### src/rtl/alu8_pkg.sv
package alu8_pkg;
  localparam logic [3:0] OP_ADD  = 4'd0;
  localparam logic [3:0] OP_ADDC = 4'd1;
  localparam logic [3:0] OP_SUBB = 4'd2;
  localparam logic [3:0] OP_DA   = 4'd3;
  localparam logic [3:0] OP_BAND = 4'd4;
  localparam logic [3:0] OP_BOR  = 4'd5;
  localparam logic [3:0] OP_BCPL = 4'd6;
  localparam logic [3:0] OP_BSET = 4'd7;
  localparam logic [3:0] OP_BCLR = 4'd8;

  typedef struct packed {
    logic cy;
    logic ac;
    logic ov;
  } flags_t;
endpackage

### src/rtl/alu8_addsub.sv
module alu8_addsub #(
  parameter int DATA_W = 8
) (
  input  logic [DATA_W-1:0] a,
  input  logic [DATA_W-1:0] b,
  input  logic              cin,
  input  logic              use_cin,
  input  logic              is_sub,
  output logic [DATA_W-1:0] res,
  output alu8_pkg::flags_t  flg
);
  localparam int HALF_W = DATA_W / 2;

  logic [DATA_W-1:0] b_eff;
  logic              c_eff;
  logic [DATA_W:0]   full;
  logic [HALF_W:0]   low;

  always_comb begin
    b_eff = is_sub ? ~b : b;
    c_eff = is_sub ? ~(cin & use_cin) : (cin & use_cin);
    full  = {1'b0, a} + {1'b0, b_eff} + {{DATA_W{1'b0}}, c_eff};
    low   = {1'b0, a[HALF_W-1:0]} + {1'b0, b_eff[HALF_W-1:0]} + {{HALF_W{1'b0}}, c_eff};
    res    = full[DATA_W-1:0];
    flg.cy = full[DATA_W] ^ is_sub;
    flg.ac = low[HALF_W] ^ is_sub;
    flg.ov = (a[DATA_W-1] == b_eff[DATA_W-1]) && (full[DATA_W-1] != a[DATA_W-1]);
  end
endmodule

### src/rtl/alu8_decadj.sv
module alu8_decadj #(
  parameter int DATA_W = 8
) (
  input  logic [DATA_W-1:0] a,
  input  logic              cy_in,
  input  logic              ac_in,
  output logic [DATA_W-1:0] res,
  output logic              cy_out
);
  localparam int HALF_W = DATA_W / 2;
  localparam logic [HALF_W-1:0] DIGIT_MAX = HALF_W'(9);
  localparam logic [DATA_W:0]   LO_ADJ = (DATA_W+1)'(6);
  localparam logic [DATA_W:0]   HI_ADJ = LO_ADJ << HALF_W;

  logic            lo_fix, hi_fix;
  logic [DATA_W:0] step1, step2;

  always_comb begin
    lo_fix = (a[HALF_W-1:0] > DIGIT_MAX) || ac_in;
    step1  = {1'b0, a} + (lo_fix ? LO_ADJ : '0);
    hi_fix = (step1[DATA_W-1:HALF_W] > DIGIT_MAX) || cy_in || step1[DATA_W];
    step2  = {1'b0, step1[DATA_W-1:0]} + (hi_fix ? HI_ADJ : '0);
    res    = step2[DATA_W-1:0];
    cy_out = cy_in | step1[DATA_W] | step2[DATA_W];
  end
endmodule

### src/rtl/alu8_bitop.sv
module alu8_bitop (
  input  logic [3:0] op,
  input  logic       cy_in,
  input  logic       bit_in,
  output logic       cy_out
);
  import alu8_pkg::*;

  always_comb begin
    case (op)
      OP_BAND: cy_out = cy_in & bit_in;
      OP_BOR:  cy_out = cy_in | bit_in;
      OP_BCPL: cy_out = ~cy_in;
      OP_BSET: cy_out = 1'b1;
      OP_BCLR: cy_out = 1'b0;
      default: cy_out = cy_in;
    endcase
  end
endmodule

### src/rtl/alu8_core.sv
module alu8_core #(
  parameter int DATA_W = 8
) (
  input  logic              clk,
  input  logic              rst,
  input  logic [3:0]        op_code,
  input  logic [DATA_W-1:0] acc_in,
  input  logic [DATA_W-1:0] opnd_in,
  input  logic              bit_in,
  input  logic              cy_in,
  input  logic              ac_in,
  input  logic              ov_in,
  output logic [DATA_W-1:0] res_q,
  output logic              cy_q,
  output logic              ac_q,
  output logic              ov_q,
  output logic              par_q
);
  import alu8_pkg::*;

  logic [DATA_W-1:0] as_res, da_res, nxt_res;
  flags_t            as_flg, nxt_flg;
  logic              da_cy, bo_cy;
  logic              is_sub, use_cin, is_bit;

  assign is_sub  = (op_code == OP_SUBB);
  assign use_cin = (op_code == OP_ADDC) || (op_code == OP_SUBB);
  assign is_bit  = (op_code >= OP_BAND) && (op_code <= OP_BCLR);

  alu8_addsub #(.DATA_W(DATA_W)) addsub_i (
    .a(acc_in), .b(opnd_in), .cin(cy_in), .use_cin(use_cin),
    .is_sub(is_sub), .res(as_res), .flg(as_flg)
  );

  alu8_decadj #(.DATA_W(DATA_W)) decadj_i (
    .a(acc_in), .cy_in(cy_in), .ac_in(ac_in), .res(da_res), .cy_out(da_cy)
  );

  alu8_bitop bitop_i (
    .op(op_code), .cy_in(cy_in), .bit_in(bit_in), .cy_out(bo_cy)
  );

  always_comb begin
    nxt_res = acc_in;
    nxt_flg = '{cy: cy_in, ac: ac_in, ov: ov_in};
    if (op_code <= OP_SUBB) begin
      nxt_res = as_res;
      nxt_flg = as_flg;
    end else if (op_code == OP_DA) begin
      nxt_res    = da_res;
      nxt_flg.cy = da_cy;
    end else if (is_bit) begin
      nxt_flg.cy = bo_cy;
    end
  end

  always_ff @(posedge clk) begin
    if (rst) begin
      res_q <= '0;
      cy_q  <= 1'b0;
      ac_q  <= 1'b0;
      ov_q  <= 1'b0;
      par_q <= 1'b0;
    end else begin
      res_q <= nxt_res;
      cy_q  <= nxt_flg.cy;
      ac_q  <= nxt_flg.ac;
      ov_q  <= nxt_flg.ov;
      par_q <= ^nxt_res;
    end
  end

  logic armed;
  always_ff @(posedge clk) begin
    if (rst) armed <= 1'b0;
    else     armed <= 1'b1;
  end

  AST_RESET_CLEARS: assert property (@(posedge clk) rst |=> (res_q == '0 && !cy_q && !ac_q && !ov_q && !par_q));
  AST_ADD_SUM: assert property (@(posedge clk) disable iff (rst)
    (armed && $past(op_code) == OP_ADD) |-> ({cy_q, res_q} == ({1'b0, $past(acc_in)} + {1'b0, $past(opnd_in)})));
  AST_SUB_BORROW: assert property (@(posedge clk) disable iff (rst)
    (armed && $past(op_code) == OP_SUBB) |-> (cy_q == ({1'b0, $past(acc_in)} < ({1'b0, $past(opnd_in)} + (DATA_W+1)'($past(cy_in))))));
  AST_PARITY_EVEN: assert property (@(posedge clk) disable iff (rst)
    armed |-> (par_q == ^res_q));
  AST_DA_CY_HOLDS: assert property (@(posedge clk) disable iff (rst)
    (armed && $past(op_code) == OP_DA && $past(cy_in)) |-> cy_q);
  AST_BIT_KEEPS_BYTE: assert property (@(posedge clk) disable iff (rst)
    (armed && $past(op_code) >= OP_BAND && $past(op_code) <= OP_BCLR) |->
      (res_q == $past(acc_in) && ac_q == $past(ac_in) && ov_q == $past(ov_in)));
  AST_BSET_SETS: assert property (@(posedge clk) disable iff (rst)
    (armed && $past(op_code) == OP_BSET) |-> cy_q);
  AST_IDLE_PASSES: assert property (@(posedge clk) disable iff (rst)
    (armed && $past(op_code) > OP_BCLR) |->
      (res_q == $past(acc_in) && cy_q == $past(cy_in) && ac_q == $past(ac_in) && ov_q == $past(ov_in)));
endmodule

### config.mk
export PLATFORM = sky130hd
export DESIGN_NAME = alu8_core
export DESIGN_NICKNAME = d
export VERILOG_FILES = /design/src/rtl/alu8_pkg.sv /design/src/rtl/alu8_addsub.sv /design/src/rtl/alu8_decadj.sv /design/src/rtl/alu8_bitop.sv /design/src/rtl/alu8_core.sv
export SDC_FILE = /design/constraint.sdc
export NUM_CORES = 1
export LEC_CHECK = 0
export BUFFER_PORTS_ARGS = -buffer_cell sky130_fd_sc_hd__buf_2
export CAP_MARGIN = 20
export CORE_MARGIN = 10
export CORE_UTILIZATION = 42
export CTS_CLUSTER_SIZE = 25
export DETAILED_ROUTE_END_ITERATION = 10
export PLACE_DENSITY_LB_ADDON = 0.12
export SETUP_SLACK_MARGIN = 0.02
export SLEW_MARGIN = 30
export SYNTH_ARGS = -nofsm -noshare
export SYNTH_HDL_FRONTEND = slang
export SYNTH_SLANG_ARGS = --single-unit
### constraint.sdc
create_clock -name clk -period 5.1 [get_ports clk]
set_clock_uncertainty 0.1 [all_clocks]
set_input_delay 1.02 -clock clk [delete_from_list [all_inputs] [get_ports clk]]
set_output_delay 1.02 -clock clk [all_outputs]
set_load 0.02 [all_outputs]
### Word level (Yosys, flattened, before mapping)

Cells that the tools add are included.

| word-level totals | value |
|---|---|
| bits of input ports | 26 |
| output and inout port bits | 12 |
| register bits after elaboration | 12 |
| logic and storage cells | 54 |

| cells by class | value |
|---|---|
| multiplexer cells | 11 |
| $add $sub $neg | 6 |
| equality and inequality tests | 10 |
| $lt $le $gt $ge | 5 |
| bitwise gates (word level) | 10 |
| reduce and logical (&&, ||, !) cells | 7 |

Operator list:

| cell | count |
|---|---|
| $mux 8 | 3 |
| $add 8x9->9 | 2 |
| $eq 4x3->1 const B | 4 |
| $add 8x8->9 | 1 |
| $add 9x1->9 | 1 |
| $eq 4x2->1 const B | 2 |
| $gt 4x4->1 const B | 2 |
| $not 8->8 | 1 |
| $reduce_xor 8->1 | 1 |
| $mux 7 | 1 |
| $add 4x4->5 | 1 |
| $add 5x1->5 | 1 |
| $pmux 1 s5 | 1 |
| $eq 4x1->1 const B | 1 |
| $eq 4x4->1 const B | 1 |
| $ge 4x3->1 const B | 1 |
| $le 4x2->1 const B | 1 |
| $le 4x4->1 const B | 1 |
| $logic_or 1x1->1 | 4 |
| $mux 1 | 4 |
| $mux 3 | 1 |
| $or 1x1->1 | 3 |
| $and 1x1->1 | 2 |
| $logic_and 1x1->1 | 2 |
| 5 further kinds | 7 |

### Logic depth before layout (Yosys ltp)

| depth | value |
|---|---|
| word-level depth | 12 |
| mapped depth | 16 |
| gate-level depth less buffers | 16 |

### Hierarchy

Synthesis repeated with hierarchy kept, for this count alone.

| second synthesis, totals | value |
|---|---|
| cells, all modules | 219 |
| area, all modules | 1,762.9 um2 |

Modules (own cells, without submodules):

| module | sequential area each (um2) | cells each | instances | area an instance (um2) |
|---|---|---|---|---|
| alu8_core | 240.2 | 104 | 1 | 850.8 |
| alu8_addsub | 0.0 | 61 | 1 | 493.0 |
| alu8_decadj | 0.0 | 47 | 1 | 367.9 |
| alu8_bitop | 0.0 | 7 | 1 | 51.3 |

### Worst setup path after synthesis

OpenSTA, ideal clock, no wires.

| timing | value |
|---|---|
| kind | input port to flip-flop |
| start point | input op_code[3] |
| end point | register par_q |
| stages on the path | 16 |
| setup slack | 291 ps |
| arrival | 4,581 ps |
| setup time | 128 ps |
| path buffers | 3 |
| cells stage by stage | buf_6 > or2_0 > buf_2 > nor3b_1 > buf_1 > xor2_1 > fa_1 > fa_1 > xor2_1 > nor2_1 > a2bb2oi_1 > xor2_1 > xnor3_1 > xnor3_1 > xnor2_1 > nor2_1 |

| on the way | value |
|---|---|
| cells in the longest elaborated chain, start to end | 8 |
| elaborated cells on any way between the ends | 14 |

RTL lines:

| item | line | RTL |
|---|---|---|
| start, declared | alu8_core.sv:6 | `input logic [3:0] op_code,` |
| branches (longest 6 deep; another with $add 8x8->9) | -- |  |
| $mux 8 * | alu8_core.sv:46 | `if (op_code <= OP_SUBB) begin` |
| $reduce_xor 8->1 * | alu8_core.sv:69 | `par_q <= ^nxt_res;` |
| end signal, assigned | alu8_core.sv:69 |  |
| end, declared | alu8_core.sv:17 | `output logic par_q` |

Mark *: on every way between the ends.
A chain may end at the register's enable or synchronous reset.

### Worst setup path after layout

Ends and elaborated chain as after synthesis.

==> summary.md <==
| Metric | Value |
|---|---|
| Worst-path clk slew | about 70 ps |
| Routed vias | 1397 |
| Detail Route Antenna Nets | 0 |
| Wl on met1 | approximately 1.7 mm |
| # fillers | 319 |
| Min-Delay Path Class | input port to flop |
| Relative slew slack | 0.605 |
| Largest fanout on the critical path | 8 |
| #FFs+latches synth | 12 |
| Core area | 3080 um2 |
| Vias/cell | about 5.5 |
| CTS tree | built |
| Critical Path Start Type | input port |
| Post-DR wirelength/cell | 15.3 um |
| Worst-Margin Slew | 591 ps |
| Mapped Cells | ~170 |
| Finished Layout Cells | 252 |
| Number of max-cap violations | 0 |
| GPL Wtd Cong | between 0.8 and 0.9 |
| Synth warnings | 0 |
| Most common cell in the netlist | nor2_1 |
| Ports | 38 |
| Detailed Route Iter0 Violations | 94 |
| Area leader, netlist | dfxtp_1 |
| Clock Root Buffer | clkbuf_4 |
| Total wire length | 3.85 mm |
| Register area share after synthesis | 0.176 |
| Multi-input logic area | 1060 um2 |
| Cells after DPL | roughly 250 |
| Setup violations, final | 0 |
| Synth area leaders | dfxtp_1 18%, ha_1 10%, xor2_1 8.3%, fa_1 5.9%, nor2_1 5.8% |
| Fin Setup TNS | 0 ps |
| Cts hold-fix bufs | 0 |
| Area grow syn2layout | 19.3% |
| Ant diodes | 0 |
| H-Tree Depth | 1 |
| Post-synth top flop | dfxtp_1 |
| DR pass1 iterations | 4 |
| Worst Hold End | ov_q |
| CP arrival | 4690 ps |
| Power per Cell Area | approximately 230 nW/um2 |
| Max Clock Freq | 216 MHz |
| Crit. Startpoint | op_code[3] |
| Layout cell share with drive strength beyond 1 | 0.240 |
| Yosys cell types | 46 |
| Port bufs | 37 |
| Die area | around 6000 um2 |
| Critical Path Slowest Stage Cell | fa_1 |
| Slew Viols, Final | 0 |
| Synth Cell Area | 1370 um2 |
| Number of CTS-inserted buffers | 3 |
| WS Path Type | input port to flop |
| Largest stage delay, worst path | 470 ps |
| Die Width | 77.1 um |
| Pin count of the biggest net entering global routing | 14 |
| Resized cells post-CTS | 0 |
| Top cells by count, synth | 21 x nor2_1, 17 x nand2_1, 14 x a21oi_1 |
| CP endpoint kind | flop |
| Tmin final | around 4600 ps |
| Die Y | 77.1 um |
| Hold Vio Cnt, Final | 0 |
| Number of synthesized flops with an enable pin | 0 |
| GRT Residual Overflow | 0 |
| RSZ-0062 raised after global routing | false |
| HP Start | ov_in |
| # nets final | 250 |
| TritonCTS Sinks | 12 |
| First-pass GRT wire length | 6.38 mm |
| DP Wirelength | 3.17 mm |
| Post-CTS Setup Inserts | 0 |
| Avg Synthesized Cell Area | just under 8 um2 |
| DR WL met3 | 337 um |
| Met2 wire len | 1.81 mm |
| Antenna violations before repair | 0 |
| Ys async rst share | 0 |
| Worst Hold Depth | 3 |
| Number of global-route vias before repair | 1386 |
| Total GRT Usage | 0.126 |
| WP data required | 5160 ps |
| Period utilisation layout | 0.909 |
| Row Count | 20 |
| DRC | 0 |
| Peak supply drop | 0.0763 mV |
| Critical path cell sequence | buf_2 -> or2_0 -> nor3b_1 -> xor2_1 -> fa_1 -> fa_1 -> xor2_1 -> nor2_1 -> a2bb2oi_1 -> xor2_1 -> xnor3_1 -> xnor3_1 -> xnor2_1 -> nor2_1 |
| Lkg Pwr | 0.779 nW |
| CTS max path bufs | 2 |
| Net Count, Synth | 213 |
| Status | finished clean |
| Max layer used | met4 |
| Most common cell on crit path | xor2_1 |
| Initial cell density of the core | 0.444 |
| Register Area | 240 um2 |
| Top-area cell type share of the netlist area | 0.176 |
## worst max-delay path, delay by kind of cell
kind	cells	cell delay (ps)
compound gates	1	280
simple gates	4	780
buf+inv	1	150
fa+ha+maj	2	920
xor+xnor	6	1520
## report_power, final
| part | leakage [nW] | internal (W) | switching, W |
|---|---|---|---|
| Sequential | 0.100 | 0.000104 | 0.00000208 |
| Combinational | 0.658 | 0.0000873 | 0.000103 |
| Clock | 0.0210 | 0.0000433 | 0.0000281 |
## flip-flops by register name, summed over array words and instances (netlist names)
register,cells
res_q,8
ac_q,1
cy_q,1
ov_q,1
par_q,1
## cell usage in the layout (no fill, tap or decap), types with 3 or more instances in the layout
cell type	count
nand2_1	17
clkbuf_4	3
nand3_1	3
a211oi_1	3
xnor2_1	6
nor2_1	21
fa_1	4
buf_2	37
nor2b_1	3
o221ai_1	3
a21o_1	3
xor2_1	13
dfxtp_1	12
o21ai_0	5
inv_1	8
nand2b_1	3
ha_1	11
a21oi_1	14
buf_4	3
nor3_1	3
## cells by family after synthesis
family | share of synthesized area
and+or+nand+nor | 0.214
AOI/OAI and AO/OA | 0.238
xor gates and xnor gates | 0.155
buffers and inverters | 0.0512
adders and majority gates | 0.159
DFF | 0.176
muxes | 0.00732
## through the flow
| stage | cell area, um2 | util | hold slack, ps | power [W] | worst slack (ps) |
|---|---|---|---|---|---|
| 2_1_floorplan | 1370 | - | 992 | 0.000247 | 291 |
| 3_3_place_gp | 1590 | 0.517 | 1150 | 0.000292 | 196 |
| 3_5_place_dp | 1590 | 0.517 | 1170 | 0.000297 | 204 |
| 4_1_cts | 1630 | 0.528 | 888 | 0.000370 | 477 |
| 5_1_grt | 1630 | 0.530 | 886 | 0.000397 | 214 |
| 6_report | 1630 | 0.530 | 892 | 0.000368 | 467 |
## worst max path at each step
stage,endpoint,depth (start not counted)
3_3_place_gp,par_q,14
6_report,par_q,14
5_1_grt,par_q,14
3_5_place_dp,par_q,14
4_1_cts,par_q,14
2_1_floorplan,par_q,16
## routing by layer
metal | GRT usage | vias up
li1 | - | 686
met1 | 0.155 | 644
met2 | 0.202 | 65
met3 | 0.0315 | 2
met4 | 0.0511 | 0
met5 | 0 | -
## final cells by class
| type | instances | share of cell area |
|---|---|---|
| Sequential cell | 12 | 0.147 |
| Timing Repair Buffer | 40 | 0.127 |
| Tap cell | 44 | 0.0337 |
| Clock buffer | 4 | 0.0222 |
| Inverter | 8 | 0.0184 |
| Multi-Input combinational cell | 144 | 0.651 |
No activity file was read; power rests on OpenSTA's default activity.
